## config.mk

```make
export PLATFORM = sky130hd
export DESIGN_NAME = mgmt_frame_master
export DESIGN_NICKNAME = d
export VERILOG_FILES = /design/src/rtl/mgmt_frame_pkg.sv /design/src/rtl/mgmt_bit_timer.sv /design/src/rtl/mgmt_frame_encode.sv /design/src/rtl/mgmt_frame_master.sv
export SDC_FILE = /design/constraint.sdc
export NUM_CORES = 1
export LEC_CHECK = 0
export BUFFER_PORTS_ARGS = -buffer_cell sky130_fd_sc_hd__buf_2
export CAP_MARGIN = 20
export CORE_UTILIZATION = 40
export CTS_CLUSTER_SIZE = 8
export DETAILED_ROUTE_END_ITERATION = 16
export PLACE_DENSITY_LB_ADDON = 0.15
export SLEW_MARGIN = 20
export SYNTH_ARGS = -nofsm -noshare
export SYNTH_HDL_FRONTEND = slang
export SYNTH_HIERARCHICAL = 1
export SYNTH_SLANG_ARGS = --single-unit
```

## constraint.sdc

```tcl
create_clock -name clk -period 10.2 [get_ports clk]
set_clock_uncertainty 0.2 [all_clocks]
set_input_delay 1.53 -clock clk [delete_from_list [all_inputs] [get_ports clk]]
set_output_delay 1.53 -clock clk [all_outputs]
set_load 0.02 [all_outputs]
```

## src/rtl/mgmt_frame_pkg.sv

```systemverilog
package mgmt_frame_pkg;
  localparam int PRE_LEN = 32;
  localparam int FLD_W   = 5;
  localparam int DAT_W   = 16;

  localparam int ST_POS     = PRE_LEN;
  localparam int OP_POS     = ST_POS + 2;
  localparam int PA_POS     = OP_POS + 2;
  localparam int RA_POS     = PA_POS + FLD_W;
  localparam int TA_POS     = RA_POS + FLD_W;
  localparam int RD_DAT_POS = TA_POS + 1;
  localparam int WR_DAT_POS = TA_POS + 2;
  localparam int RD_LAST    = RD_DAT_POS + DAT_W;
  localparam int WR_LAST    = WR_DAT_POS + DAT_W;
  localparam int IDX_W      = $clog2(WR_LAST + 2);
endpackage

```

## src/rtl/mgmt_bit_timer.sv

```systemverilog
module mgmt_bit_timer #(
  parameter int HALF_CYC = 4
) (
  input  logic clk,
  input  logic rst,
  input  logic run,
  output logic rise,
  output logic fall,
  output logic samp
);
  logic phase_q;
  logic half_end;
  logic first;

  generate
    if (HALF_CYC > 1) begin : g_cnt
      localparam int CW = $clog2(HALF_CYC);
      logic [CW-1:0] cnt_q;
      always_ff @(posedge clk) begin
        if (rst || !run || half_end) cnt_q <= '0;
        else                         cnt_q <= cnt_q + 1'b1;
      end
      assign half_end = (cnt_q == CW'(HALF_CYC - 1));
      assign first    = (cnt_q == '0);
    end else begin : g_direct
      assign half_end = 1'b1;
      assign first    = 1'b1;
    end
  endgenerate

  always_ff @(posedge clk) begin
    if (rst || !run)   phase_q <= 1'b0;
    else if (half_end) phase_q <= ~phase_q;
  end

  assign rise = run && !phase_q && half_end;
  assign fall = run &&  phase_q && half_end;
  assign samp = run &&  phase_q && first;
endmodule

```

## src/rtl/mgmt_frame_encode.sv

```systemverilog
module mgmt_frame_encode
  import mgmt_frame_pkg::*;
(
  input  logic [IDX_W-1:0] idx,
  input  logic             is_rd,
  input  logic [FLD_W-1:0] phy,
  input  logic [FLD_W-1:0] rg,
  input  logic [DAT_W-1:0] wd,
  output logic             drv_val,
  output logic             drv_en
);
  int ix;

  always_comb begin
    ix      = int'(idx);
    drv_val = 1'b0;
    drv_en  = 1'b0;
    if (ix < ST_POS) begin
      drv_en  = 1'b1;
      drv_val = 1'b1;
    end else if (ix < OP_POS) begin
      drv_en  = 1'b1;
      drv_val = (ix == ST_POS + 1);
    end else if (ix < PA_POS) begin
      drv_en  = 1'b1;
      drv_val = is_rd ? (ix == OP_POS) : (ix == OP_POS + 1);
    end else if (ix < RA_POS) begin
      drv_en  = 1'b1;
      drv_val = phy[FLD_W - 1 - (ix - PA_POS)];
    end else if (ix < TA_POS) begin
      drv_en  = 1'b1;
      drv_val = rg[FLD_W - 1 - (ix - RA_POS)];
    end else if (!is_rd && ix >= WR_DAT_POS && ix < WR_LAST) begin
      drv_en  = 1'b1;
      drv_val = wd[DAT_W - 1 - (ix - WR_DAT_POS)];
    end
  end
endmodule

```

## src/rtl/mgmt_frame_master.sv

```systemverilog
module mgmt_frame_master
  import mgmt_frame_pkg::*;
#(
  parameter int HALF_CYC = 4
) (
  input  logic             clk,
  input  logic             rst,
  input  logic             start,
  input  logic             rd_nwr,
  input  logic [FLD_W-1:0] phy_addr,
  input  logic [FLD_W-1:0] reg_addr,
  input  logic [DAT_W-1:0] wr_data,
  output logic             busy,
  output logic             done,
  output logic [DAT_W-1:0] rd_data,
  output logic             mdc,
  output logic             mdo,
  output logic             mdo_en,
  input  logic             mdi
);
  localparam logic [IDX_W-1:0] RD_LAST_I = IDX_W'(RD_LAST);
  localparam logic [IDX_W-1:0] WR_LAST_I = IDX_W'(WR_LAST);
  localparam logic [IDX_W-1:0] RD_DAT_I  = IDX_W'(RD_DAT_POS);

  logic             busy_q, done_q, mdc_q, mdo_q, en_q;
  logic             lat_rd;
  logic [FLD_W-1:0] lat_phy, lat_reg;
  logic [DAT_W-1:0] lat_wd, cap_sh, rd_q;
  logic [IDX_W-1:0] idx_q, n_idx;
  logic             n_rd, n_val, n_en;
  logic [FLD_W-1:0] n_phy, n_reg;
  logic [DAT_W-1:0] n_wd;
  logic             t_rise, t_fall, t_samp;
  logic             c_last, c_cap;

  mgmt_bit_timer #(.HALF_CYC(HALF_CYC)) timer_i (
    .clk(clk), .rst(rst), .run(busy_q),
    .rise(t_rise), .fall(t_fall), .samp(t_samp)
  );

  // Next bit comes from the incoming fields when idle, from latched ones when busy.
  assign n_idx = busy_q ? idx_q + 1'b1 : '0;
  assign n_rd  = busy_q ? lat_rd  : rd_nwr;
  assign n_phy = busy_q ? lat_phy : phy_addr;
  assign n_reg = busy_q ? lat_reg : reg_addr;
  assign n_wd  = busy_q ? lat_wd  : wr_data;

  mgmt_frame_encode enc_i (
    .idx(n_idx), .is_rd(n_rd), .phy(n_phy), .rg(n_reg), .wd(n_wd),
    .drv_val(n_val), .drv_en(n_en)
  );

  assign c_last = lat_rd ? (idx_q == RD_LAST_I) : (idx_q == WR_LAST_I);
  assign c_cap  = lat_rd && (idx_q >= RD_DAT_I) && (idx_q < RD_LAST_I);

  always_ff @(posedge clk) begin
    if (rst) begin
      busy_q  <= 1'b0;
      done_q  <= 1'b0;
      mdc_q   <= 1'b0;
      mdo_q   <= 1'b0;
      en_q    <= 1'b0;
      lat_rd  <= 1'b0;
      lat_phy <= '0;
      lat_reg <= '0;
      lat_wd  <= '0;
      idx_q   <= '0;
      cap_sh  <= '0;
      rd_q    <= '0;
    end else begin
      done_q <= 1'b0;
      if (!busy_q) begin
        if (start) begin
          busy_q  <= 1'b1;
          lat_rd  <= rd_nwr;
          lat_phy <= phy_addr;
          lat_reg <= reg_addr;
          lat_wd  <= wr_data;
          idx_q   <= '0;
          mdo_q   <= n_val;
          en_q    <= n_en;
        end
      end else begin
        if (t_rise) mdc_q <= 1'b1;
        if (t_samp && c_cap) cap_sh <= {cap_sh[DAT_W-2:0], mdi};
        if (t_fall) begin
          mdc_q <= 1'b0;
          if (c_last) begin
            busy_q <= 1'b0;
            done_q <= 1'b1;
            mdo_q  <= 1'b0;
            en_q   <= 1'b0;
            if (lat_rd) rd_q <= cap_sh;
          end else begin
            idx_q <= n_idx;
            mdo_q <= n_val;
            en_q  <= n_en;
          end
        end
      end
    end
  end

  assign busy    = busy_q;
  assign done    = done_q;
  assign rd_data = rd_q;
  assign mdc     = mdc_q;
  assign mdo     = mdo_q;
  assign mdo_en  = en_q;

  AST_IDLE_QUIET: assert property (@(posedge clk) disable iff (rst)
    !busy_q |-> (!mdc_q && !mdo_q && !en_q));
  AST_HOLD_WHILE_HIGH: assert property (@(posedge clk) disable iff (rst)
    (mdc_q && $past(mdc_q)) |-> ($stable(mdo_q) && $stable(en_q)));
  AST_UNDRIVEN_ZERO: assert property (@(posedge clk) disable iff (rst)
    !en_q |-> !mdo_q);
  AST_DONE_ENDS_BUSY: assert property (@(posedge clk) disable iff (rst)
    done_q |-> (!busy_q && $past(busy_q)));
  AST_FIELDS_HELD: assert property (@(posedge clk) disable iff (rst)
    (busy_q && $past(busy_q)) |-> ($stable(lat_phy) && $stable(lat_reg) && $stable(lat_wd) && $stable(lat_rd)));
  AST_RDATA_ON_DONE: assert property (@(posedge clk) disable iff (rst)
    !done_q |-> $stable(rd_q));
endmodule

```

==> flow_metrics.env <==
export IMPL_status="complete, no violations"
export IMPL_fmax_ghz=0.279
export IMPL_drv_cap=0
export IMPL_powerDensity_nw_per_um2=139
export IMPL_antenna_found_initial=0
export IMPL_cts_tree="yes"
export IMPL_total_power_uw=602
export IMPL_cts_root_buffer="clkbuf_8"
export IMPL_grt_pass1_vias=3150
export IMPL_ctsHoldBuffers=0
export IMPL_netlist_area_sq_um=3820
export IMPL_post_cts_buffers=0
export IMPL_setup_tns_ps=0
export IMPL_first_iter_violations=176
export IMPL_rows=35
export IMPL_clk_pin_slew_ps=90
export IMPL_ys_top_cells_by_count="nand2_1 (82), dfxtp_1 (74), a21oi_1 (56)"
export IMPL_arrival_ps=3580
export IMPL_portBuffers=51
export IMPL_core_sq_um=9240
export IMPL_ir_worst_vdd_uv=74.7
export IMPL_syn_avg_cell_area_sq_um=8.63
export IMPL_cts_resized=0
export IMPL_num_vias=3198
export IMPL_cp_max_fo=49
export IMPL_cts_buffers=9
export IMPL_dp_cells=593
export IMPL_syn2layout_area_growth_pct=13.1
export IMPL_yosysTopAreaCellShare_pct=38.7
export IMPL_yosysSeqAreaShare_pct=38.7
export IMPL_slowest_stage="dfxtp_2"
export IMPL_path_cells="nor2b_1, buf_4, inv_1, ha_1, mux4_2, and2_0, o21ai_1, nand3_1, a31o_1, a31oi_1, a211oi_1"
export IMPL_synth_simple_area_share_pct=21.1
export IMPL_postSynth_asyncResetShare_pct=0
export IMPL_final_cell_count_no_fill=609
export IMPL_grt_ovfl_total=0
export IMPL_routed_via_density=5.25
export IMPL_place_congestion=0.774
export IMPL_maxSlewHeadroom_pct=31.9
export IMPL_min_period_ps=3580
export IMPL_wl_per_cell_microns=14.1
export IMPL_finalSetupViolCount=0
export IMPL_ant_nets=0
export IMPL_critical_path_class="reg2reg"
export IMPL_clk_path_buf_depth=2
export IMPL_cts_num_sinks=74
export IMPL_synth_xor_area_share_pct=1.28
export IMPL_worstSetupEndpointType="flop"
export IMPL_required_ps=10200
export IMPL_start_util_pct=41.4
export IMPL_synthAdderAreaFrac_pct=2.29
export IMPL_io_pins=52
export IMPL_ys_seq_elements=74
export IMPL_syn_nets=481
export IMPL_rsz0062_at_grt="no"
export IMPL_ys_warn_count=6
export IMPL_drc=0
export IMPL_fin_crit_sh_pct=35.1
export IMPL_hold_path_class="reg2reg"
export IMPL_synth_cells=443
export IMPL_yosys_area_top_type="dfxtp_1"
export IMPL_h_tree_depth=3
export IMPL_synthTopCellsByArea="dfxtp_1 (39%), nand2_1 (8.0%), mux2_2 (7.9%)"
export IMPL_cpLargestDelayFamily="flip-flops"
export IMPL_hold_viol=0
export IMPL_dieArea_sq_um=9960
export IMPL_grt_pass1_wl_microns=14700
export IMPL_dr_pass1_iters=4
export IMPL_hpwl_microns=5440
export IMPL_drt_wl_total_microns=8600
export IMPL_synth_distinct_cells=56
export IMPL_nNetsFinal=513
export IMPL_setup_slack_ps=6620
export IMPL_synth_top_family_by_area="simple AND/OR/NAND/NOR gates"
export IMPL_grt_max_degree=74
export IMPL_synth_edf_count=0
export IMPL_critical_path_buf_inv_count=2
export IMPL_critPathLaunchType="flop"
export IMPL_power_leakage_nw=1.63
export IMPL_die_width_microns=99.8
export IMPL_synthMuxAreaShare_pct=15.9
export IMPL_yosysMostFrequentCell="nand2_1"
export IMPL_clk_latency_ps=350
export IMPL_cp_slowest_stage_delay_ps=990
export IMPL_drive_above_1_share_pct=23.1
export IMPL_grt_use_total_pct=18.5
export IMPL_pre_cts_slack_ps=6630
export IMPL_tightest_slew_ps=1020
export IMPL_synth_compound_area_share_pct=15.7
export IMPL_die_y_microns=99.8
export IMPL_whs_ps=253
export IMPL_maxSlewViolCount=0
export IMPL_num_antenna_cells=0
export IMPL_synth_flop_cell="dfxtp_1"
final cells by class:
class,instances,area (sq um)
Multi-Input combinational cell,327,2150
Inverter,7,26.3
Sequential cell,74,1480
Tap cell,129,161
Timing Repair Buffer,56,293
Fill cell,929,4910
Clock inverter,6,72.6
Clock buffer,10,138
per-layer routing:
metal | up-vias | wire length [microns] | track usage [%]
li1 | 1621 | - | -
met1 | 1514 | 4240 | 23.6
met2 | 52 | 3910 | 29.9
met3 | 11 | 305 | 4.04
met4 | 0 | 146 | 8.14
met5 | - | 0 | 0
where the power goes:
part | internal [mW] | total, mW | switching [mW]
registers | 0.296 | 0.304 | 0.00781
logic | 0.0286 | 0.0567 | 0.0281
clock network | 0.122 | 0.241 | 0.119
total | 0.447 | 0.602 | 0.155
logic make-up after synthesis:
group,Yosys count
xor gates and xnor gates,4
AOI/OAI and AO/OA,103
muxes,55
adders and majority gates,7
and+or+nand+nor,158
buffers and inverters,42
DFF,74
worst register-to-register path: stages, from the launching register on:
cell and delay [ps]:
dfxtp_2 990, nor2b_1 260, buf_4 240, inv_1 70, ha_1 370, mux4_2 520, and2_0 150, o21ai_1 120
nand3_1 80, a31o_1 220, a31oi_1 140, a211oi_1 70
path summary, 6_finish.rpt:
check | from | to | slack, ps | depth (start not counted)
min | timer_i/g_cnt.cnt_q[0] | timer_i/g_cnt.cnt_q[0] | 250 | 1
min reg2reg | timer_i/g_cnt.cnt_q[0] | timer_i/g_cnt.cnt_q[0] | 250 | 1
max reg2reg | busy | mdo | 6620 | 11
max | busy | mdo | 6620 | 11
through the flow:
step                cell area (sq um)  utilization [%]
floorplan                        3820                -
global route                     4330             46.8
detailed placement               4120             44.5
global placement                 4120             44.5
finish                           4330             46.8
CTS                              4330             46.8
cell usage in the layout (no fill, tap or decap), types with 3 or more instances in the layout:
master / instances
nand2_1: 82
dfxtp_1: 73
a21oi_1: 56
buf_2: 51
mux2_2: 27
mux2i_1: 26
nand2b_1: 23
o21ai_0: 17
clkbuf_8: 10
nor2_1: 8
nand3_1: 7
inv_1: 7
ha_1: 7
nor3_1: 6
a31oi_1: 5
a211oi_1: 5
o311ai_0: 5
nand4_1: 5
buf_4: 5
and2_1: 4
nor2b_1: 3
o211ai_1: 3
(Power assumes the default switching activity.)
